`src/rtl/tdm_slot_pkg.sv`:
```
package tdm_slot_pkg;
  localparam int MAX_CH = 32;
  localparam int SLOT_W = $clog2(MAX_CH);

  typedef logic [SLOT_W-1:0] slotIdx_t;

  // strobes from control to datapath
  typedef struct packed {
    logic     live;      // data phase running
    logic     wordTake;  // word completed inside the data phase
    slotIdx_t slot;      // slot index for this cycle
  } slotStrobes_t;
endpackage

```
`src/rtl/tdm_slot_ctrl.sv`:
```
module tdm_slot_ctrl
  import tdm_slot_pkg::*;
#(
  parameter int DELAY_W = 4
) (
  input  logic               clk,
  input  logic               rstN,
  input  logic               frameSync,
  input  logic               bitTick,
  input  logic               wordDone,
  input  slotIdx_t           chanCountM1,
  input  logic [DELAY_W-1:0] frameDelay,
  output slotStrobes_t       strobes
);
  logic               running;
  logic [DELAY_W-1:0] delayCnt;
  slotIdx_t           slotIdx;
  logic               live;
  logic               lastSlot;

  assign live     = running && (delayCnt == '0);
  assign lastSlot = (slotIdx >= chanCountM1);

  always_ff @(posedge clk or negedge rstN) begin
    if (!rstN) begin
      running  <= 1'b0;
      delayCnt <= '0;
      slotIdx  <= '0;
    end else if (frameSync) begin
      running  <= 1'b1;
      delayCnt <= frameDelay;
      slotIdx  <= '0;
    end else begin
      if (bitTick && running && (delayCnt != '0))
        delayCnt <= delayCnt - 1'b1;
      if (wordDone && live)
        slotIdx <= lastSlot ? '0 : slotIdx + 1'b1;
    end
  end

  always_comb begin
    strobes.live     = live;
    strobes.wordTake = wordDone && live && !frameSync;
    strobes.slot     = slotIdx;
  end
endmodule

```
`src/rtl/tdm_slot_dp.sv`:
```
module tdm_slot_dp
  import tdm_slot_pkg::*;
#(
  parameter int WORD_W = 32
) (
  input  logic              clk,
  input  logic              rstN,
  input  slotStrobes_t      strobes,
  input  logic [WORD_W-1:0] rxWordIn,
  input  logic [MAX_CH-1:0] txEnMask,
  input  logic [MAX_CH-1:0] rxEnMask,
  input  logic [MAX_CH-1:0] cmpSelMask,
  input  logic [WORD_W-1:0] keyWord,
  input  logic [WORD_W-1:0] keyMask,
  input  logic              filtEn,
  input  logic              filtSense,
  output logic              txOe,
  output logic              txValid,
  output logic              rxReq,
  output logic [WORD_W-1:0] rxData,
  output slotIdx_t          rxSlot
);
  logic [WORD_W-1:0] diffBits;
  logic              keyHit;
  logic              filterPass;
  logic              slotRxOn;
  logic              accept;

  // compare only bits whose mask bit is 0
  assign diffBits = (rxWordIn ^ keyWord) & ~keyMask;
  assign keyHit   = (diffBits == '0);

  always_comb begin
    if (!filtEn || !cmpSelMask[strobes.slot]) filterPass = 1'b1;
    else if (filtSense)                       filterPass = keyHit;
    else                                      filterPass = !keyHit;
  end

  assign slotRxOn = rxEnMask[strobes.slot];
  assign accept   = strobes.wordTake && slotRxOn && filterPass;
  assign txOe     = strobes.live && txEnMask[strobes.slot];

  always_ff @(posedge clk or negedge rstN) begin
    if (!rstN) begin
      txValid <= 1'b0;
      rxReq   <= 1'b0;
      rxData  <= '0;
      rxSlot  <= '0;
    end else begin
      txValid <= strobes.wordTake && txOe;
      rxReq   <= accept;
      if (accept) begin
        rxData <= rxWordIn;
        rxSlot <= strobes.slot;
      end
    end
  end
endmodule

```
`src/rtl/tdm_slot_sel.sv`:
```
module tdm_slot_sel
  import tdm_slot_pkg::*;
#(
  parameter int WORD_W  = 32,
  parameter int DELAY_W = 4
) (
  input  logic               clk,
  input  logic               rstN,
  input  logic               frameSync,
  input  logic               bitTick,
  input  logic               wordDone,
  input  logic [WORD_W-1:0]  rxWordIn,
  input  logic [SLOT_W-1:0]  chanCountM1,
  input  logic [DELAY_W-1:0] frameDelay,
  input  logic [MAX_CH-1:0]  txEnMask,
  input  logic [MAX_CH-1:0]  rxEnMask,
  input  logic [MAX_CH-1:0]  cmpSelMask,
  input  logic [WORD_W-1:0]  keyWord,
  input  logic [WORD_W-1:0]  keyMask,
  input  logic               filtEn,
  input  logic               filtSense,
  output logic [SLOT_W-1:0]  curSlot,
  output logic               slotsLive,
  output logic               txOe,
  output logic               txValid,
  output logic               rxReq,
  output logic [WORD_W-1:0]  rxData,
  output logic [SLOT_W-1:0]  rxSlot
);
  slotStrobes_t strobes;

  tdm_slot_ctrl #(.DELAY_W(DELAY_W)) u_ctrl (
    .clk         (clk),
    .rstN        (rstN),
    .frameSync   (frameSync),
    .bitTick     (bitTick),
    .wordDone    (wordDone),
    .chanCountM1 (chanCountM1),
    .frameDelay  (frameDelay),
    .strobes     (strobes)
  );

  tdm_slot_dp #(.WORD_W(WORD_W)) u_dp (
    .clk        (clk),
    .rstN       (rstN),
    .strobes    (strobes),
    .rxWordIn   (rxWordIn),
    .txEnMask   (txEnMask),
    .rxEnMask   (rxEnMask),
    .cmpSelMask (cmpSelMask),
    .keyWord    (keyWord),
    .keyMask    (keyMask),
    .filtEn     (filtEn),
    .filtSense  (filtSense),
    .txOe       (txOe),
    .txValid    (txValid),
    .rxReq      (rxReq),
    .rxData     (rxData),
    .rxSlot     (rxSlot)
  );

  assign curSlot   = strobes.slot;
  assign slotsLive = strobes.live;
endmodule

```
`config.mk`:
```
export PLATFORM = sky130hd
export DESIGN_NAME = tdm_slot_sel
export DESIGN_NICKNAME = d
export VERILOG_FILES = /design/src/rtl/tdm_slot_pkg.sv /design/src/rtl/tdm_slot_ctrl.sv /design/src/rtl/tdm_slot_dp.sv /design/src/rtl/tdm_slot_sel.sv
export SDC_FILE = /design/constraint.sdc
export NUM_CORES = 1
export LEC_CHECK = 0
export BUFFER_PORTS_ARGS = -buffer_cell sky130_fd_sc_hd__buf_2
export CORE_UTILIZATION = 38
export CTS_CLUSTER_DIAMETER = 50
export DETAILED_ROUTE_END_ITERATION = 16
export HOLD_SLACK_MARGIN = 0.03
export PLACE_DENSITY = 0.87
export SYNTH_ARGS = -nofsm -noshare
export SYNTH_HDL_FRONTEND = slang
export SYNTH_SLANG_ARGS = --single-unit
```
`constraint.sdc`:
```
create_clock -name clk -period 2.25 [get_ports clk]
set_input_delay 0.225 -clock clk [delete_from_list [all_inputs] [get_ports clk]]
set_output_delay 0.225 -clock clk [all_outputs]
set_load 0.01 [all_outputs]
```
==> flow_metrics.env, run 1 <==
export IMPL_worst_path_max_fanout=12
export IMPL_path_class="reg -> reg"
export IMPL_final_hold_viol_count=0
export IMPL_cp_startpoint="u_ctrl.slotIdx[0]"
export IMPL_most_common_layout_cells="buf_2 (253), buf_4 (58), dfrtp_1 (48)"
export IMPL_p_per_area_mw_per_mm2=513
export IMPL_overflow=0
export IMPL_core_sq_mm=0.00928
export IMPL_antenna_found_initial=0
export IMPL_yosysWarnings=0
export IMPL_synth_ff_type="dfrtp_1"
export IMPL_vdd_drop_max_v=0.000265
export IMPL_r2r_cells=9
export IMPL_die_area_sq_mm=0.00998
export IMPL_cap_violations=0
export IMPL_min_period_ns=2.52
export IMPL_worstMarginPinSlew_ns=0.650
export IMPL_ctsLongestPathBuffers=2
export IMPL_antenna_cells=0
export IMPL_dp_hpwl_um=9310
export IMPL_status="finished with violations"
export IMPL_arrival_ns=2.70
export IMPL_drt_pass1_iter_count=4
export IMPL_area_growth_syn_to_layout_pct=58.6
export IMPL_rows=35
export IMPL_numCtsBuffers=5
export IMPL_hold_class="in -> async"
export IMPL_relSlewSlack_pct=56.6
export IMPL_crit_path_end_kind="register"
export IMPL_fillerInstances=793
export IMPL_crit_end="u_dp.rxData[4]"
export IMPL_skew_ns=0.0103
export IMPL_globalplace_congestion=0.816
export IMPL_initial_core_util_pct=39.2
export IMPL_min_period_over_period_pct=112
export IMPL_yosysUniqueCellTypes=46
export IMPL_syn_avg_cell_area_sq_um=12.8
export IMPL_cp_start_kind="register"
export IMPL_finalNonFillerCells=736
export IMPL_cts_sinks=49
export IMPL_die_y_um=99.9
export IMPL_fmax_mhz=397
export IMPL_via_per_inst=4.92
export IMPL_num_io_pins=254
export IMPL_synth_edff_count=0
export IMPL_clock_latency_ns=0.30
export IMPL_nNetsFinal=822
export IMPL_r2r_setup_slack_ns=-0.27
export IMPL_root_buffer="clkbuf_8"
export IMPL_dpl_cell_count=715
export IMPL_io_buffers=253
export IMPL_mostFrequentLayoutCell="buf_2"
export IMPL_antenna_left=0
export IMPL_grt_pass1_vias=3735
export IMPL_chipWidth_um=99.9
export IMPL_h_tree_depth=2
export IMPL_async_flop_share_pct=100
export IMPL_reg2reg_from="u_ctrl.slotIdx[0]"
export IMPL_grt_start_max_net_pins=50
export IMPL_vias=3621
export IMPL_drc=0
export IMPL_wire_per_inst_um=15.6
export IMPL_drt_iter0_markers=82
export IMPL_required_ns=2.44
export IMPL_cts_tree="yes"
export IMPL_setup_viol=41
export IMPL_wl_um=11500
export IMPL_path_clk_slew_ns=0.09
export IMPL_syn_nets=500
export IMPL_ys_ff_latch=49
export IMPL_syn_inst=284
export IMPL_ctsHoldBuffers=0
export IMPL_maxSlewViolCount=0
export IMPL_violations="negative setup slack"
export IMPL_syn_area_sq_mm=0.00364
export IMPL_rsz0062_at_grt="yes"
export IMPL_grt_total_usage_pct=21.5
export IMPL_grt_pass1_wl_um=16900
export IMPL_finish_utilization_pct=62.2
export IMPL_hold_slack_ns=0.0229
export IMPL_p_leak_uw=0.00307
export IMPL_ys_seq_area_share_pct=33.7
export IMPL_r2r_end="u_dp.rxData[4]"
export IMPL_fin_ws_ns=-0.268
export IMPL_drive_gt1_share_pct=68.9
-- per-stage QoR --
stage                     area, sq um  TNS [ns]  power, uW  setup slack (ns)
after floorplan                  3640     -4.69       1800            -0.149
after global placement           5400    -13.27       2320            -0.363
after detailed placement         5400    -15.61       2380            -0.420
after CTS                        5600     -8.25       2940            -0.267
after global routing             5780    -12.33       3130            -0.370
final                            5780     -8.76       2960            -0.268
-- cells by family (layout without fill, tap and decap cells) --
family | after synthesis | after routing | share of synthesized area [%]
mux | 68 | 68 | 32.6
buf+inv | 26 | 349 | 6.63
simple gates | 49 | 49 | 6.73
compound gates | 48 | 48 | 8.93
xor+xnor | 36 | 36 | 8.66
flops | 49 | 49 | 33.7
fa+ha+maj | 8 | 8 | 2.75
-- power by group --
group / switching, uW / leakage (uW) / internal (uW)
combinational: 487 / 0.00238 / 727
clock: 315 / 0.0000445 / 221
sequential: 126 / 0.000640 / 1090
-- cells in the mapped netlist, drive strengths merged, types with 2 or more instances --
cell type / n / area share (%)
o21ai: 8 / 1.4
mux2i: 4 / 1.1
mux4: 24 / 16
a211o: 2 / 0.48
inv: 10 / 1.0
nor4: 5 / 1.0
o22ai: 16 / 2.7
nor2: 4 / 0.41
xor2: 2 / 0.48
a211oi: 2 / 0.55
xnor2: 34 / 8.2
a21o: 5 / 1.1
buf: 14 / 5.4
a2111oi: 2 / 0.48
nor3b: 2 / 0.55
dfrtp: 49 / 34
a31oi: 2 / 0.34
nand2: 25 / 2.6
o211ai: 2 / 0.55
ha: 8 / 2.7
nor2b: 4 / 0.69
nor3: 2 / 0.27
nand2b: 2 / 0.34
mux2: 40 / 15
a21oi: 8 / 1.1
-- routing by layer --
metal  up-vias  track usage [%]  part of all wire [%]
met5         -                0                     0
met4         0             6.45                   1.9
met3        21             3.62                   5.9
met2       181             43.1                    55
met1      1714             22.6                    37
li1       1705                -                     -
-- layout make-up --
cell class	instances	area, sq um	area share [%]
multi-input combinational	209	2250	39.0
timing repair buffer	330	2000	34.6
sequential	49	1230	21.2
tap	129	161	2.79
clock buffer	5	68.8	1.19
inverter	11	48.8	0.845
clock inverter	3	21.3	0.368
-- critical path, stage by stage (launching register included) --
cell     delay, ns
dfrtp_2       0.41
buf_8         0.15
mux4_2        0.50
mux2_2        0.30
nor3b_4       0.23
nor4_4        0.08
o21ai_4       0.11
buf_12        0.16
buf_12        0.15
mux2_4        0.31
-- repair_timing --
action | 4_1_cts | 5_1_grt
resized for setup | 18 | 34
setup endpoints to repair | 45 | 44
pin swaps | 0 | 11
cloned | 0 | 1
buffers inserted | 7 | 5
-- worst min path at each step --
stage | startpoint | end
5_1_grt | rstN | u_dp.rxData[4]
2_1_floorplan | rstN | u_ctrl.delayCnt[0]
3_3_place_gp | rstN | u_ctrl.delayCnt[0]
4_1_cts | rstN | u_dp.rxData[4]
6_report | rstN | u_dp.rxData[4]
3_5_place_dp | rstN | u_dp.rxData[4]
-- sequential cells by signal, summed over array words and instances, names as in the netlist --
| signal | cells |
|---|---|
| u_ctrl.running | 1 |
| u_ctrl.slotIdx | 5 |
| u_dp.rxData | 32 |
| u_dp.rxSlot | 5 |
| u_dp.txValid | 1 |
| u_ctrl.delayCnt | 4 |
| u_dp.rxReq | 1 |
Note: power is estimated with default switching activity, not from simulation.
==> inputs of run 2 (changes only) <==
--- a/config.mk
+++ b/config.mk
@@ -5,8 +5,9 @@
 export SDC_FILE = /design/constraint.sdc
 export NUM_CORES = 1
 export LEC_CHECK = 0
+export ABC_AREA = 1
 export BUFFER_PORTS_ARGS = -buffer_cell sky130_fd_sc_hd__buf_2
-export CORE_UTILIZATION = 38
+export CORE_UTILIZATION = 39
 export CTS_CLUSTER_DIAMETER = 50
 export DETAILED_ROUTE_END_ITERATION = 16
 export HOLD_SLACK_MARGIN = 0.03
==> run 2 against run 1 <==
Effect of this change:
- the run now ends clean
- via count up 33%
- fmax up 19%
- synthesized cell count up 120%
- sequential share of layout area up 1.6 points
- critical path depth down 1
- hold slack worse by 0.0062 ns
- register-to-register slack better by 0.50 ns
- core utilization down 7.0 points
- non-clock buffer count down 64
- highest routed layer unchanged
==> flow_metrics.env, run 2 <==
export IMPL_status="completed"
export IMPL_antenna_found_initial=0
export IMPL_r2r_setup_slack_ns=0.23
export IMPL_synthTopCellsByCount="nand2_1 (208), nand3_1 (74), nor2_1 (73), inv_1 (60), dfrtp_1 (49)"
export IMPL_required_ns=2.03
export IMPL_path_class="reg -> out"
export IMPL_syn_avg_cell_area_sq_um=6.27
export IMPL_grt_start_max_net_pins=56
export IMPL_setup_viol=0
export IMPL_yosysUniqueCellTypes=27
export IMPL_initial_core_util_pct=39.9
export IMPL_cap_violations=0
export IMPL_async_flop_share_pct=100
export IMPL_arrival_ns=1.89
export IMPL_reg2reg_from="u_ctrl.delayCnt[0]"
export IMPL_drt_iter0_markers=209
export IMPL_cts_sinks=49
export IMPL_clock_latency_ns=0.29
export IMPL_antenna_left=0
export IMPL_crit_path_end_kind="output pin"
export IMPL_maxSlewViolCount=0
export IMPL_cts_setup_buffers=0
export IMPL_drive_gt1_share_pct=33.2
export IMPL_most_common_layout_cells="buf_2 (253), nand2_1 (208), nand3_1 (74)"
export IMPL_wl_um=12400
export IMPL_die_area_sq_mm=0.0104
export IMPL_min_period_ns=2.11
export IMPL_nNetsFinal=1076
export IMPL_r2r_end="u_dp.rxData[30]"
export IMPL_antenna_cells=0
export IMPL_syn_nets=835
export IMPL_path_clk_slew_ns=0.09
export IMPL_synthMuxAreaShare_pct=0
export IMPL_p_per_area_mw_per_mm2=532
export IMPL_core_sq_mm=0.00973
export IMPL_largest_register="u_dp.rxData"
export IMPL_vdd_drop_max_v=0.000251
export IMPL_synth_edff_count=0
export IMPL_tns_ns=0
export IMPL_chipWidth_um=102
export IMPL_cp_start_kind="register"
export IMPL_synth_xor_area_share_pct=0.677
export IMPL_syn_area_sq_mm=0.00388
export IMPL_r2r_cells=11
export IMPL_skew_ns=0.00764
export IMPL_grt_pass1_vias=4240
export IMPL_hold_class="in -> async"
export IMPL_synth_top_family_by_area="simple AND/OR/NAND/NOR gates"
export IMPL_io_buffers=253
export IMPL_fillerInstances=992
export IMPL_fmax_mhz=474
export IMPL_via_per_inst=4.86
export IMPL_overflow=0
export IMPL_grt_pass1_wl_um=19300
export IMPL_finish_utilization_pct=55.3
export IMPL_synth_compound_area_share_pct=13.2
export IMPL_globalplace_congestion=0.880
export IMPL_wire_per_inst_um=12.4
export IMPL_area_growth_syn_to_layout_pct=38.4
export IMPL_hold_slack_ns=0.0167
export IMPL_drc=0
export IMPL_die_y_um=102
export IMPL_worst_path_max_fanout=48
export IMPL_numCtsBuffers=5
export IMPL_rows=36
export IMPL_cts_tree="yes"
export IMPL_synth_ff_type="dfrtp_1"
export IMPL_worstMarginPinSlew_ns=0.611
export IMPL_min_period_over_period_pct=93.8
export IMPL_p_leak_uw=0.00322
export IMPL_ys_top_cells_by_area="dfrtp_1 (32%), nand2_1 (20%), nand3_1 (9.5%), nor2_1 (7.1%), inv_1 (5.8%)"
export IMPL_grt_total_usage_pct=23.3
export IMPL_h_tree_depth=2
export IMPL_drt_pass1_iter_count=5
export IMPL_rsz0062_at_grt="no"
export IMPL_largest_register_ff_count=32
export IMPL_ctsLongestPathBuffers=2
export IMPL_ys_ff_latch=49
export IMPL_dp_hpwl_um=9600
export IMPL_yosysWarnings=0
export IMPL_vias=4828
export IMPL_syn_inst=619
export IMPL_final_hold_viol_count=0
export IMPL_post_synth_top_area_cell="dfrtp_1"
export IMPL_root_buffer="clkbuf_8"
export IMPL_top_regs="u_dp.rxData (32), u_ctrl.slotIdx (5), u_dp.rxSlot (5)"
export IMPL_ys_seq_area_share_pct=31.6
export IMPL_synthAdderAreaFrac_pct=2.58
export IMPL_yosysTopAreaCellShare_pct=31.6
export IMPL_synth_simple_area_share_pct=40.4
export IMPL_mostFrequentLayoutCell="buf_2"
export IMPL_num_io_pins=254
export IMPL_yosys_cell_count_top_type="nand2_1"
export IMPL_relSlewSlack_pct=59.3
run 2: worst max path at each step:
stage	slack (ns)	end	cells after the start	startpoint
4_1_cts	0.08	txOe	8	u_ctrl.slotIdx[0]
3_3_place_gp	0.22	u_dp.rxData[28]	14	u_ctrl.slotIdx[0]
6_report	0.14	txOe	8	u_ctrl.slotIdx[0]
3_5_place_dp	0.13	u_dp.rxData[7]	14	u_ctrl.slotIdx[0]
2_1_floorplan	0.07	u_ctrl.slotIdx[2]	12	u_ctrl.slotIdx[0]
5_1_grt	0.02	u_dp.rxData[1]	11	u_ctrl.delayCnt[0]
run 2: final cells by class:
type / count / area [sq um] / share of cell area (%)
Sequential cell: 49 / 1230 / 22.8
Clock buffer: 7 / 86.3 / 1.61
Tap cell: 133 / 166 / 3.10
Timing Repair Buffer: 266 / 1410 / 26.2
Clock inverter: 1 / 30.0 / 0.559
Inverter: 62 / 245 / 4.56
Multi-Input combinational cell: 476 / 2210 / 41.1
run 2: cells by family after synthesis:
logic type | Yosys count
compound gates | 89
xor+xnor | 3
fa+ha+maj | 8
buf+inv | 94
flops | 49
simple gates | 376
run 2: repair_timing:
item | in CTS | in global routing
resized for setup | 0 | 6
hold buffers | 0 | 0
endpoints found under the setup margin | 0 | 39
run 2: through the flow:
step	setup slack (ns)	total power, uW	cells	instance area [sq um]
after floorplan	0.0734	1720	619	3880
after global placement	0.218	2200	985	5220
after detailed placement	0.126	2230	985	5220
after CTS	0.0750	2880	993	5340
after global routing	0.0186	3090	994	5380
final	0.139	2860	994	5380
run 2: per-layer routing:
metal	vias to the layer above	GRT usage [%]	part of all wire, %	wire length (um)
li1	2463	-	-	-
met1	2176	31.4	45	5510
met2	177	39.7	49	6000
met3	12	3.80	6.1	749
met4	0	4.12	0.75	93
met5	-	0	0	0
run 2: power by group:
part / leakage (uW) / switching, uW / internal, uW
registers: 0.000649 / 113 / 1090
logic: 0.00252 / 562 / 458
clock network: 0.0000585 / 277 / 363
total: 0.00322 / 952 / 1910
run 2: critical path, cell delays in order, from the launching register on:
cell and delay, ns:
dfrtp_2 0.49, clkinv_8 0.19, o21ai_0 0.22, o221ai_1 0.15
nand3_1 0.13, nand3_1 0.11, nand3_1 0.11, inv_1 0.04
buf_2 0.13
==> inputs of run 3 (changes only) <==
--- a/config.mk
+++ b/config.mk
@@ -6,12 +6,14 @@
 export NUM_CORES = 1
 export LEC_CHECK = 0
 export ABC_AREA = 1
-export BUFFER_PORTS_ARGS = -buffer_cell sky130_fd_sc_hd__buf_2
-export CORE_UTILIZATION = 39
+export CORE_AREA = 2 2 98 100
 export CTS_CLUSTER_DIAMETER = 50
 export DETAILED_ROUTE_END_ITERATION = 16
+export DIE_AREA = 0 0 100 102
+export DONT_BUFFER_PORTS = 1
 export HOLD_SLACK_MARGIN = 0.03
-export PLACE_DENSITY = 0.87
+export PLACE_DENSITY = 0.68
+export SKIP_LAST_GASP = 1
 export SYNTH_ARGS = -nofsm -noshare
 export SYNTH_HDL_FRONTEND = slang
 export SYNTH_SLANG_ARGS = --single-unit
==> run 3 against run 2 <==
Effect of this change:
- clock power fell by 3.9%
- power is 14% lower
- fmax decreased by 1.2%
- critical path type unchanged
- critical endpoint unchanged
==> flow_metrics.env, run 3 (synthesis results as in run 2) <==
export IMPL_wire_per_inst_um=15.3
export IMPL_globalplace_congestion=0.864
export IMPL_ctsLongestPathBuffers=2
export IMPL_largest_register="u_dp.rxData"
export IMPL_area_growth_syn_to_layout_pct=5.09
export IMPL_cp_start_kind="register"
export IMPL_drt_iter0_markers=224
export IMPL_drive_gt1_share_pct=5.58
export IMPL_worst_path_max_fanout=37
export IMPL_grt_start_max_net_pins=56
export IMPL_grt_total_usage_pct=20.1
export IMPL_top_regs="u_dp.rxData (32), u_ctrl.slotIdx (5), u_dp.rxSlot (5)"
export IMPL_vdd_drop_max_v=0.000359
export IMPL_core_sq_mm=0.00911
export IMPL_overflow=0
export IMPL_cts_sinks=49
export IMPL_cp_slowest_cell="dfrtp_2"
export IMPL_arrival_ns=1.91
export IMPL_dp_hpwl_um=8540
export IMPL_mostFrequentLayoutCell="nand2_1"
export IMPL_final_hold_viol_count=0
export IMPL_p_leak_uw=0.00217
export IMPL_num_io_pins=254
export IMPL_most_common_layout_cells="nand2_1 (208), nand3_1 (74), nor2_1 (73)"
export IMPL_status="completed"
export IMPL_path_cells="inv_6 -> buf_4 -> o21ai_0 -> o221ai_1 -> nand3_1 -> nand3_1 -> nand3_1 -> inv_1"
export IMPL_worstMarginPinSlew_ns=0.470
export IMPL_cpMostUsedCell="nand3_1"
export IMPL_io_buffers=0
export IMPL_cts_tree="yes"
export IMPL_h_tree_depth=2
export IMPL_setup_viol=0
export IMPL_p_per_area_mw_per_mm2=603
export IMPL_finalNonFillerCells=720
export IMPL_crit_path_end_kind="output pin"
export IMPL_fmax_mhz=468
export IMPL_drc=0
export IMPL_rsz0062_at_grt="yes"
export IMPL_critical_path_top_delay_family="buffers and inverters"
export IMPL_required_ns=2.03
export IMPL_skew_ns=0.00783
export IMPL_clock_latency_ns=0.29
export IMPL_maxSlewViolCount=0
export IMPL_initial_core_util_pct=42.6
export IMPL_grt_pass1_wl_um=16700
export IMPL_grt_pass1_vias=3605
export IMPL_critical_path_buf_inv_count=3
export IMPL_path_class="reg -> out"
export IMPL_cts_setup_buffers=0
export IMPL_hold_class="in -> reg"
export IMPL_rows=35
export IMPL_via_per_inst=5.48
export IMPL_min_period_ns=2.14
export IMPL_min_period_over_period_pct=95.0
export IMPL_dpl_cell_count=711
export IMPL_finish_utilization_pct=44.8
export IMPL_relSlewSlack_pct=68.7
export IMPL_vias=3947
export IMPL_numCtsBuffers=5
export IMPL_max_stage_delay_ns=0.46
export IMPL_chipWidth_um=100
export IMPL_antenna_cells=0
export IMPL_antenna_found_initial=0
export IMPL_die_y_um=102
export IMPL_drt_pass1_iter_count=5
export IMPL_die_area_sq_mm=0.0102
export IMPL_cap_violations=0
export IMPL_path_clk_slew_ns=0.09
export IMPL_root_buffer="clkbuf_8"
export IMPL_wl_um=11000
export IMPL_largest_register_ff_count=32
export IMPL_antenna_left=0
export IMPL_nNetsFinal=825
==> run 3: worst paths after layout <==
| kind | depth (start not counted) | from | slack [ns] | to |
|---|---|---|---|---|
| worst max-delay path | 8 | u_ctrl.slotIdx[0] | 0.11 | txOe |
| worst min-delay path | 2 | rxWordIn[9] | 0.06 | u_dp.rxData[9] |
| worst max register to register | 14 | u_ctrl.slotIdx[0] | 0.22 | u_dp.rxData[0] |
| worst min register to register | 2 | u_ctrl.running | 0.50 | u_ctrl.running |
| max in group asynchronous | 2 | rstN | 1.57 | u_ctrl.slotIdx[0] |
| min in group asynchronous | 2 | rstN | 0.45 | u_dp.rxData[14] |
==> run 3: layout make-up <==
class / instances / area, sq um
Sequential cell: 49 / 1230
Clock buffer: 5 / 68.8
Inverter: 62 / 238
Multi-Input combinational cell: 476 / 2210
Tap cell: 111 / 139
Timing Repair Buffer: 15 / 168
Fill cell: 949 / 5030
Clock inverter: 2 / 35.0
==> run 3: worst reg2reg max path: stages, from the launching register on <==
cell and delay (ns):
dfrtp_2 0.43, buf_12 0.24, nor2_1 0.11, nor2_1 0.09
o21ai_0 0.10, nand3_1 0.08, nand3_1 0.07, nand2_1 0.06
nand2_1 0.05, a21oi_1 0.13, nand2_1 0.10, nand2_1 0.10
buf_8 0.23, nand2_1 0.10, nand2_1 0.06
==> run 3: metrics by stage <==
step	area (sq um)	power (uW)	hold slack [ns]	setup slack [ns]	setup TNS (ns)
2_1_floorplan	3880	1720	-0.0706	0.0734	0
3_3_place_gp	3930	1820	-0.0692	0.183	0
3_5_place_dp	3930	1850	-0.0694	0.110	0
4_1_cts	4070	2500	0.0502	0.0491	0
5_1_grt	4080	2650	0.0357	-0.0131	-0.0210
6_report	4080	2460	0.0590	0.113	0
==> run 3: metal layers <==
| layer | GRT usage, % | vias to the layer above | part of all wire (%) |
|---|---|---|---|
| met5 | 0 | - | 0 |
| met4 | 5.06 | 0 | 1.1 |
| met3 | 6.02 | 14 | 7.8 |
| met2 | 33.2 | 167 | 49 |
| met1 | 26.0 | 1807 | 42 |
| li1 | - | 1959 | - |
==> run 3: power breakdown <==
group	switching [uW]	total [uW]	internal [uW]
clock network	291	615	324
logic	293	497	205
registers	261	1350	1090
==> run 3: repair_timing <==
item	CTS	global route
hold endpoints to repair	49	0
endpoints found under the setup margin	0	39
hold buffers	2	0
resized for setup	0	3
